<file path="src/rtl/ufd_pkg.sv">
package ufd_pkg;

   typedef struct packed {
      logic [1:0] rx_sel;
      logic [1:0] tx_sel;
      logic       dma_mode;
      logic       on;
   } ufd_cfg_t;

   // receive threshold in bytes held, scaled to queue depth
   function automatic int rx_trig_lvl(input int depth, input logic [1:0] sel);
      int r;
      case (sel)
         2'd0:    r = depth / 4;
         2'd1:    r = depth / 2;
         2'd2:    r = (3 * depth) / 4;
         default: r = depth - depth / 8;
      endcase
      return r;
   endfunction

   // transmit threshold in free entries, scaled to queue depth
   function automatic int tx_trig_lvl(input int depth, input logic [1:0] sel);
      int r;
      case (sel)
         2'd0:    r = depth / 2;
         2'd1:    r = depth / 4;
         2'd2:    r = (3 * depth) / 4;
         default: r = depth - depth / 16;
      endcase
      return r;
   endfunction

endpackage

</file>
<file path="src/rtl/ufd_cfg_reg.sv">
module ufd_cfg_reg
   import ufd_pkg::*;
(
   input  logic       clk,
   input  logic       rst_n,
   input  logic       we,
   input  logic [7:0] wdata,
   output ufd_cfg_t   cfg,
   output logic       rx_flush,
   output logic       tx_flush
);

   // flush commands act for the write cycle only; nothing is stored
   assign rx_flush = we && wdata[0] && wdata[1];
   assign tx_flush = we && wdata[0] && wdata[2];

   always_ff @(posedge clk or negedge rst_n) begin
      if (!rst_n) begin
         cfg <= '0;
      end else if (we) begin
         if (wdata[0]) begin
            cfg.rx_sel   <= wdata[7:6];
            cfg.tx_sel   <= wdata[5:4];
            cfg.dma_mode <= wdata[3];
            cfg.on       <= 1'b1;
         end else begin
            cfg.on <= 1'b0;
         end
      end
   end

endmodule

</file>
<file path="src/rtl/ufd_byte_fifo.sv">
module ufd_byte_fifo #(
   parameter int DEPTH = 32,
   parameter int DW    = 8,
   localparam int LW   = $clog2(DEPTH + 1),
   localparam int AW   = $clog2(DEPTH)
) (
   input  logic          clk,
   input  logic          rst_n,
   input  logic          flush,
   input  logic          push,
   input  logic [DW-1:0] wdata,
   input  logic          pop,
   output logic [DW-1:0] rdata,
   output logic          overflow,
   output logic [LW-1:0] level
);

   localparam logic [LW-1:0] FULL = LW'(DEPTH);

   logic [DW-1:0] mem [DEPTH];
   logic [AW-1:0] wp, rp;
   logic          do_push, do_pop;

   assign do_push = push && (level != FULL);
   assign do_pop  = pop && (level != '0);

   always_ff @(posedge clk or negedge rst_n) begin
      if (!rst_n) begin
         wp       <= '0;
         rp       <= '0;
         level    <= '0;
         rdata    <= '0;
         overflow <= 1'b0;
      end else if (flush) begin
         wp       <= '0;
         rp       <= '0;
         level    <= '0;
         overflow <= 1'b0;
      end else begin
         overflow <= push && !do_push;
         if (do_push) wp <= wp + 1'b1;
         if (do_pop) begin
            rp    <= rp + 1'b1;
            rdata <= mem[rp];
         end
         level <= level + LW'(do_push) - LW'(do_pop);
      end
   end

   always_ff @(posedge clk) begin
      if (!flush && do_push) mem[wp] <= wdata;
   end

endmodule

</file>
<file path="src/rtl/ufd_rx_ready.sv">
module ufd_rx_ready
   import ufd_pkg::*;
#(
   parameter int DEPTH = 32,
   localparam int LW   = $clog2(DEPTH + 1)
) (
   input  logic          clk,
   input  logic          rst_n,
   input  logic          mode1,
   input  logic [LW-1:0] level,
   input  logic [1:0]    sel,
   input  logic          timeout,
   output logic          req_n
);

   localparam int CW = LW + 1;

   logic [CW-1:0] trig;
   logic          not_empty, hit, latch_q;

   assign trig      = CW'(rx_trig_lvl(DEPTH, sel));
   assign not_empty = (level != '0);
   assign hit       = ({1'b0, level} >= trig);

   // once raised, kept until the queue drains
   always_ff @(posedge clk or negedge rst_n) begin
      if (!rst_n) latch_q <= 1'b0;
      else        latch_q <= not_empty && (latch_q || hit || timeout);
   end

   assign req_n = mode1 ? !(not_empty && (latch_q || hit)) : !not_empty;

endmodule

</file>
<file path="src/rtl/ufd_tx_ready.sv">
module ufd_tx_ready
   import ufd_pkg::*;
#(
   parameter int DEPTH = 32,
   localparam int LW   = $clog2(DEPTH + 1)
) (
   input  logic          clk,
   input  logic          rst_n,
   input  logic          mode1,
   input  logic [LW-1:0] level,
   input  logic [1:0]    sel,
   output logic          req_n
);

   localparam int CW = LW + 1;
   localparam logic [LW-1:0] FULL = LW'(DEPTH);

   logic [CW-1:0] trig, free_cnt;
   logic          full, hit, hold_q, blk_state;

   assign trig      = CW'(tx_trig_lvl(DEPTH, sel));
   assign free_cnt  = CW'(DEPTH) - {1'b0, level};
   assign full      = (level == FULL);
   assign hit       = (free_cnt >= trig);
   assign blk_state = full ? 1'b1 : (hit ? 1'b0 : hold_q);

   always_ff @(posedge clk or negedge rst_n) begin
      if (!rst_n) hold_q <= 1'b0;
      else        hold_q <= blk_state;
   end

   assign req_n = mode1 ? blk_state : (level != '0);

endmodule

</file>
<file path="src/rtl/uart_fifo_dma.sv">
module uart_fifo_dma
   import ufd_pkg::*;
#(
   parameter int DEPTH = 32,
   parameter int DW    = 8,
   localparam int LW   = $clog2(DEPTH + 1)
) (
   input  logic          clk,
   input  logic          rst_n,
   input  logic          cfg_we,
   input  logic [7:0]    cfg_wdata,
   input  logic          tx_push,
   input  logic [DW-1:0] tx_wdata,
   input  logic          tx_pop,
   output logic [DW-1:0] tx_rdata,
   output logic          tx_overflow,
   output logic [LW-1:0] tx_level,
   output logic          tx_dma_req_n,
   input  logic          rx_push,
   input  logic [DW-1:0] rx_wdata,
   input  logic          rx_pop,
   output logic [DW-1:0] rx_rdata,
   output logic          rx_overflow,
   output logic [LW-1:0] rx_level,
   input  logic          rx_timeout,
   output logic          rx_dma_req_n
);

   generate
      if ((DEPTH < 16) || ((DEPTH & (DEPTH - 1)) != 0)) begin : g_bad_depth
         $error("uart_fifo_dma: DEPTH must be a power of two of at least 16");
      end
      if (DW < 1) begin : g_bad_width
         $error("uart_fifo_dma: DW must be at least 1");
      end
   endgenerate

   ufd_cfg_t cfg;
   logic     rx_flush, tx_flush, mode1;

   ufd_cfg_reg i_cfg (
      .clk      (clk),
      .rst_n    (rst_n),
      .we       (cfg_we),
      .wdata    (cfg_wdata),
      .cfg      (cfg),
      .rx_flush (rx_flush),
      .tx_flush (tx_flush)
   );

   assign mode1 = cfg.on && cfg.dma_mode;

   ufd_byte_fifo #(.DEPTH(DEPTH), .DW(DW)) i_tx_q (
      .clk      (clk),
      .rst_n    (rst_n),
      .flush    (tx_flush),
      .push     (tx_push),
      .wdata    (tx_wdata),
      .pop      (tx_pop),
      .rdata    (tx_rdata),
      .overflow (tx_overflow),
      .level    (tx_level)
   );

   ufd_byte_fifo #(.DEPTH(DEPTH), .DW(DW)) i_rx_q (
      .clk      (clk),
      .rst_n    (rst_n),
      .flush    (rx_flush),
      .push     (rx_push),
      .wdata    (rx_wdata),
      .pop      (rx_pop),
      .rdata    (rx_rdata),
      .overflow (rx_overflow),
      .level    (rx_level)
   );

   ufd_tx_ready #(.DEPTH(DEPTH)) i_tx_rdy (
      .clk   (clk),
      .rst_n (rst_n),
      .mode1 (mode1),
      .level (tx_level),
      .sel   (cfg.tx_sel),
      .req_n (tx_dma_req_n)
   );

   ufd_rx_ready #(.DEPTH(DEPTH)) i_rx_rdy (
      .clk     (clk),
      .rst_n   (rst_n),
      .mode1   (mode1),
      .level   (rx_level),
      .sel     (cfg.rx_sel),
      .timeout (rx_timeout),
      .req_n   (rx_dma_req_n)
   );

endmodule

</file>
<file path="config.mk">
export PLATFORM = sky130hd
export DESIGN_NAME = uart_fifo_dma
export DESIGN_NICKNAME = d
export VERILOG_FILES = /design/src/rtl/ufd_pkg.sv /design/src/rtl/ufd_cfg_reg.sv /design/src/rtl/ufd_byte_fifo.sv /design/src/rtl/ufd_rx_ready.sv /design/src/rtl/ufd_tx_ready.sv /design/src/rtl/uart_fifo_dma.sv
export SDC_FILE = /design/constraint.sdc
export NUM_CORES = 1
export LEC_CHECK = 0
export ABC_AREA = 1
export BUFFER_PORTS_ARGS = -buffer_cell sky130_fd_sc_hd__buf_2
export CELL_PAD_IN_SITES_DETAIL_PLACEMENT = 0
export CELL_PAD_IN_SITES_GLOBAL_PLACEMENT = 1
export CORE_MARGIN = 8
export CORE_UTILIZATION = 54
export CTS_BUF_LIST = sky130_fd_sc_hd__clkbuf_16
export CTS_CLUSTER_SIZE = 40
export DETAILED_ROUTE_END_ITERATION = 8
export MAX_ROUTING_LAYER = met4
export PLACE_DENSITY_LB_ADDON = 0.1
export SETUP_SLACK_MARGIN = 0.15
export SLEW_MARGIN = 20
export SYNTH_ARGS = -nofsm -noshare
export SYNTH_HDL_FRONTEND = slang
export SYNTH_SLANG_ARGS = --single-unit
</file>
<file path="constraint.sdc">
create_clock -name clk -period 7.6 [get_ports clk]
set_input_delay 1.14 -clock clk [delete_from_list [all_inputs] [get_ports clk]]
set_output_delay 1.14 -clock clk [all_outputs]
set_load 0.01 [all_outputs]
</file>
==> impl_results.md <==
* CP peak stage delay at 0.40 ns
* Share of cells above drive strength 1 at 7.31%
* Synth area leaders: edfxtp_1 64%, nand2_1 7.0%, nor2_1 6.2%
* First-pass GRT wire length at 89,700 um
* Clock Tree Root: clkbuf_16
* Synthesis-to-layout area growth at 9.93%
* Max-cap violations at 0
* Post-route DRC at 0
* Ports placed on the boundary at 64
* Die height at 228 um
* Post-synth EDFFs at 512
* Post-CTS setup buffers at 0
* Internal power at 5.98 mW
* Worst-path clk slew at 0.06 ns
* Worst-Skew Late Latency at 0.61 ns
* TritonCTS clock tree: yes
* Total CTS buffers at 57
* All-layer global routing usage at 22.9%
* Clock skew at 0.0144 ns
* Die Wd at 228 um
* Critical path class: reg -> out
* RSZ-0062 raised after global routing: no
* Pwr Density at 342 mW/mm^2
* Yosys cell types at 32
* PortBufs at 63
* Initial Util at 54.8%
* Max Transition Viols Final at 0
* Worst hold path class: reg -> reg
* Synth Register Bits at 570
* Psw at 3.13 mW
* Register area share after synthesis at 69.5%
* Max VDD drop at 0.241 mV
* Vias in the first global route at 15,574
* Vias/cell at 5.47
* Post-DP HPWL at 36,300 um
* Core area at 0.0442 mm^2
* Setup violations, final at 0
* Average wire per cell in the routed design at 20.4 um
* Post-placement cell count at 2,763
* H-tree levels at 2
* Final hold vios at 0
* FP Rows at 77
* Fin crit period at 3.66 ns
* Final ANT Viol Nets at 0
* Comb pwr share at 28.0%
* Critical Path End Type: output pin
* Initial antenna violation count at 0
* Status: completed
* Share of the synthesized area in the top cell type at 63.5%
* Slew @ Worst Pin at 1.05 ns
* Final Power at 9.11 mW
* Routability cong. at 0.854
* Slowest stage cell, crit path: dfrtp_1
* Drt initial violations at 1,475
* Synth top cells by count: 512 x edfxtp_1, 453 x nand2_1, 403 x nor2_1
* Initial DRT Pass Iterations at 6
* Post-Syn Instances at 2,200
* Worst setup margin at 3.94 ns
* Cell area after technology mapping at 0.0242 mm^2
* Wirelength, routed at 58,400 um
* Fmax at 273 MHz
* Leakage at 10.1 nW
* Clock Power Share at 29.5%
* Hold buffer count at CTS at 0
* Via count at 15,679
* Largest net degree at the start of global routing at 131
* Asr flop ratio synth at 10.2%
* Slew headroom at 29.8%
* Synth warn at 0
* Count leader, synth: edfxtp_1
* Top cell type by total area after synthesis: edfxtp_1
* NumNets Final at 2,300
* Post-Syn Nets at 2,270
* Ys flop type: edfxtp_1
* Total clock sinks at 570
* Switching portion of total power at 34.3%
* Crit-path max FO at 4
* Pre-CTS setup slack at 3.76 ns
* Critical Path, Cell by Cell: inv_1, ha_1, xnor2_1, ha_1, a21boi_0, o21ai_0, nand2_1, nand2_1, nand2_1, nand2_1, nand2_1, nand2_1, buf_2
* Clock buffer depth at 3
* Post-cts repair resize count at 0
* Most used cell, CP: nand2_1
* Startpoint class of the critical path: register
* Diode count at 0
* Fin crit share at 48.2%
* Crit path DAT at 2.52 ns
* Gr ovfl total at 0
* Final Non-Filler Cells at 2,864
* DIE AREA at 0.0519 mm^2
* Avg Cell Area, Syn at 11.0 um^2
* TNS Setup at 0 ns
* Critical Path RT at 6.46 ns
* Reg power frac at 42.6%
critical path: cells and delay by family (launching register included):
kind / cells / cell delay [ns]
adders and majority gates: 2 / 0.46
DFF: 1 / 0.40
and+or+nand+nor: 6 / 0.37
buffers and inverters: 2 / 0.29
AOI/OAI and AO/OA: 2 / 0.28
xor gates and xnor gates: 1 / 0.13
cell usage in the layout (no fill, tap or decap), types with 6 or more instances in the layout:
cell type,Yosys,routed
buf_4,12,10
edfxtp_1,512,512
o211ai_1,47,47
o21ai_1,16,16
clkbuf_16,0,57
nand2_1,453,453
clkinv_2,0,11
nor3_1,6,6
o21ai_0,173,173
nand3_1,176,176
bufinv_16,0,6
ha_1,36,36
dfrtp_1,58,54
clkinv_1,2,15
inv_1,144,154
nor2_1,403,403
buf_2,48,63
a21oi_1,41,41
logic make-up after synthesis:
| family | Yosys count | synth area share [%] |
|---|---|---|
| buf+inv | 256 | 4.59 |
| flops | 570 | 69.5 |
| fa+ha+maj | 38 | 2.03 |
| compound gates | 288 | 6.54 |
| xor+xnor | 6 | 0.217 |
| simple gates | 1042 | 17.1 |
per-stage QoR:
step | instance area, um^2 | hold slack [ns] | utilization, %
after CTS | 26600 | 0.484 | 60.2
after detailed placement | 24800 | 0.469 | 56.1
final | 26600 | 0.478 | 60.2
after global routing | 26600 | 0.507 | 60.2
after global placement | 24800 | 0.468 | 56.1
after floorplan | 24200 | 0.449 | -
flip-flops by register name, summed over array words and instances (netlist names), 5 cells and up:
signal,cells
i_rx_q.mem,256
i_tx_q.mem,256
i_rx_q.rdata,8
i_tx_q.rdata,8
i_cfg.cfg,6
i_rx_q.level,6
i_tx_q.level,6
i_rx_q.rp,5
i_rx_q.wp,5
i_tx_q.rp,5
i_tx_q.wp,5
worst paths after layout:
| check | startpoint | end | slack [ns] | depth (start not counted) |
|---|---|---|---|---|
| worst max register to register | i_rx_q.rp[0]$_DFFE_PN0P_ | i_rx_q.rdata[2]$_DFFE_PN0P_ | 4.31 | 12 |
| min in group asynchronous | rst_n | i_tx_q.level[3]$_DFF_PN0_ | 0.72 | 2 |
| worst min-delay path | i_rx_q.rdata[3]$_DFFE_PN0P_ | i_rx_q.rdata[3]$_DFFE_PN0P_ | 0.48 | 2 |
| worst min register to register | i_rx_q.rdata[3]$_DFFE_PN0P_ | i_rx_q.rdata[3]$_DFFE_PN0P_ | 0.48 | 2 |
| max in group asynchronous | rst_n | i_tx_q.rp[0]$_DFFE_PN0P_ | 6.25 | 2 |
| worst max-delay path | i_tx_q.level[1]$_DFF_PN0_ | tx_dma_req_n | 3.94 | 13 |
layer usage:
layer / part of all wire [%] / global-route usage (%)
met4: 2.5 / 6.48
met1: 41 / 28.0
met5: 0 / -
met3: 4.9 / 2.57
met2: 52 / 40.2
final cells by class:
cell class,count,area [um^2]
inverter,153,577
timing repair buffer,74,402
clock inverter,44,359
fill,3611,17600
multi-input combinational,1374,6270
clock buffer,57,1430
sequential,570,16800
tap,592,741
power by group through the flow:
stage | sequential [mW] | combinational (mW) | clock, mW
floorplan | 3.83 | 1.83 | 0
global placement | 3.94 | 2.54 | 0
detailed placement | 3.94 | 2.55 | 0
CTS | 3.88 | 2.57 | 2.72
global route | 3.91 | 2.87 | 2.83
finish | 3.88 | 2.55 | 2.69
No activity file was read; power rests on OpenSTA's default activity.
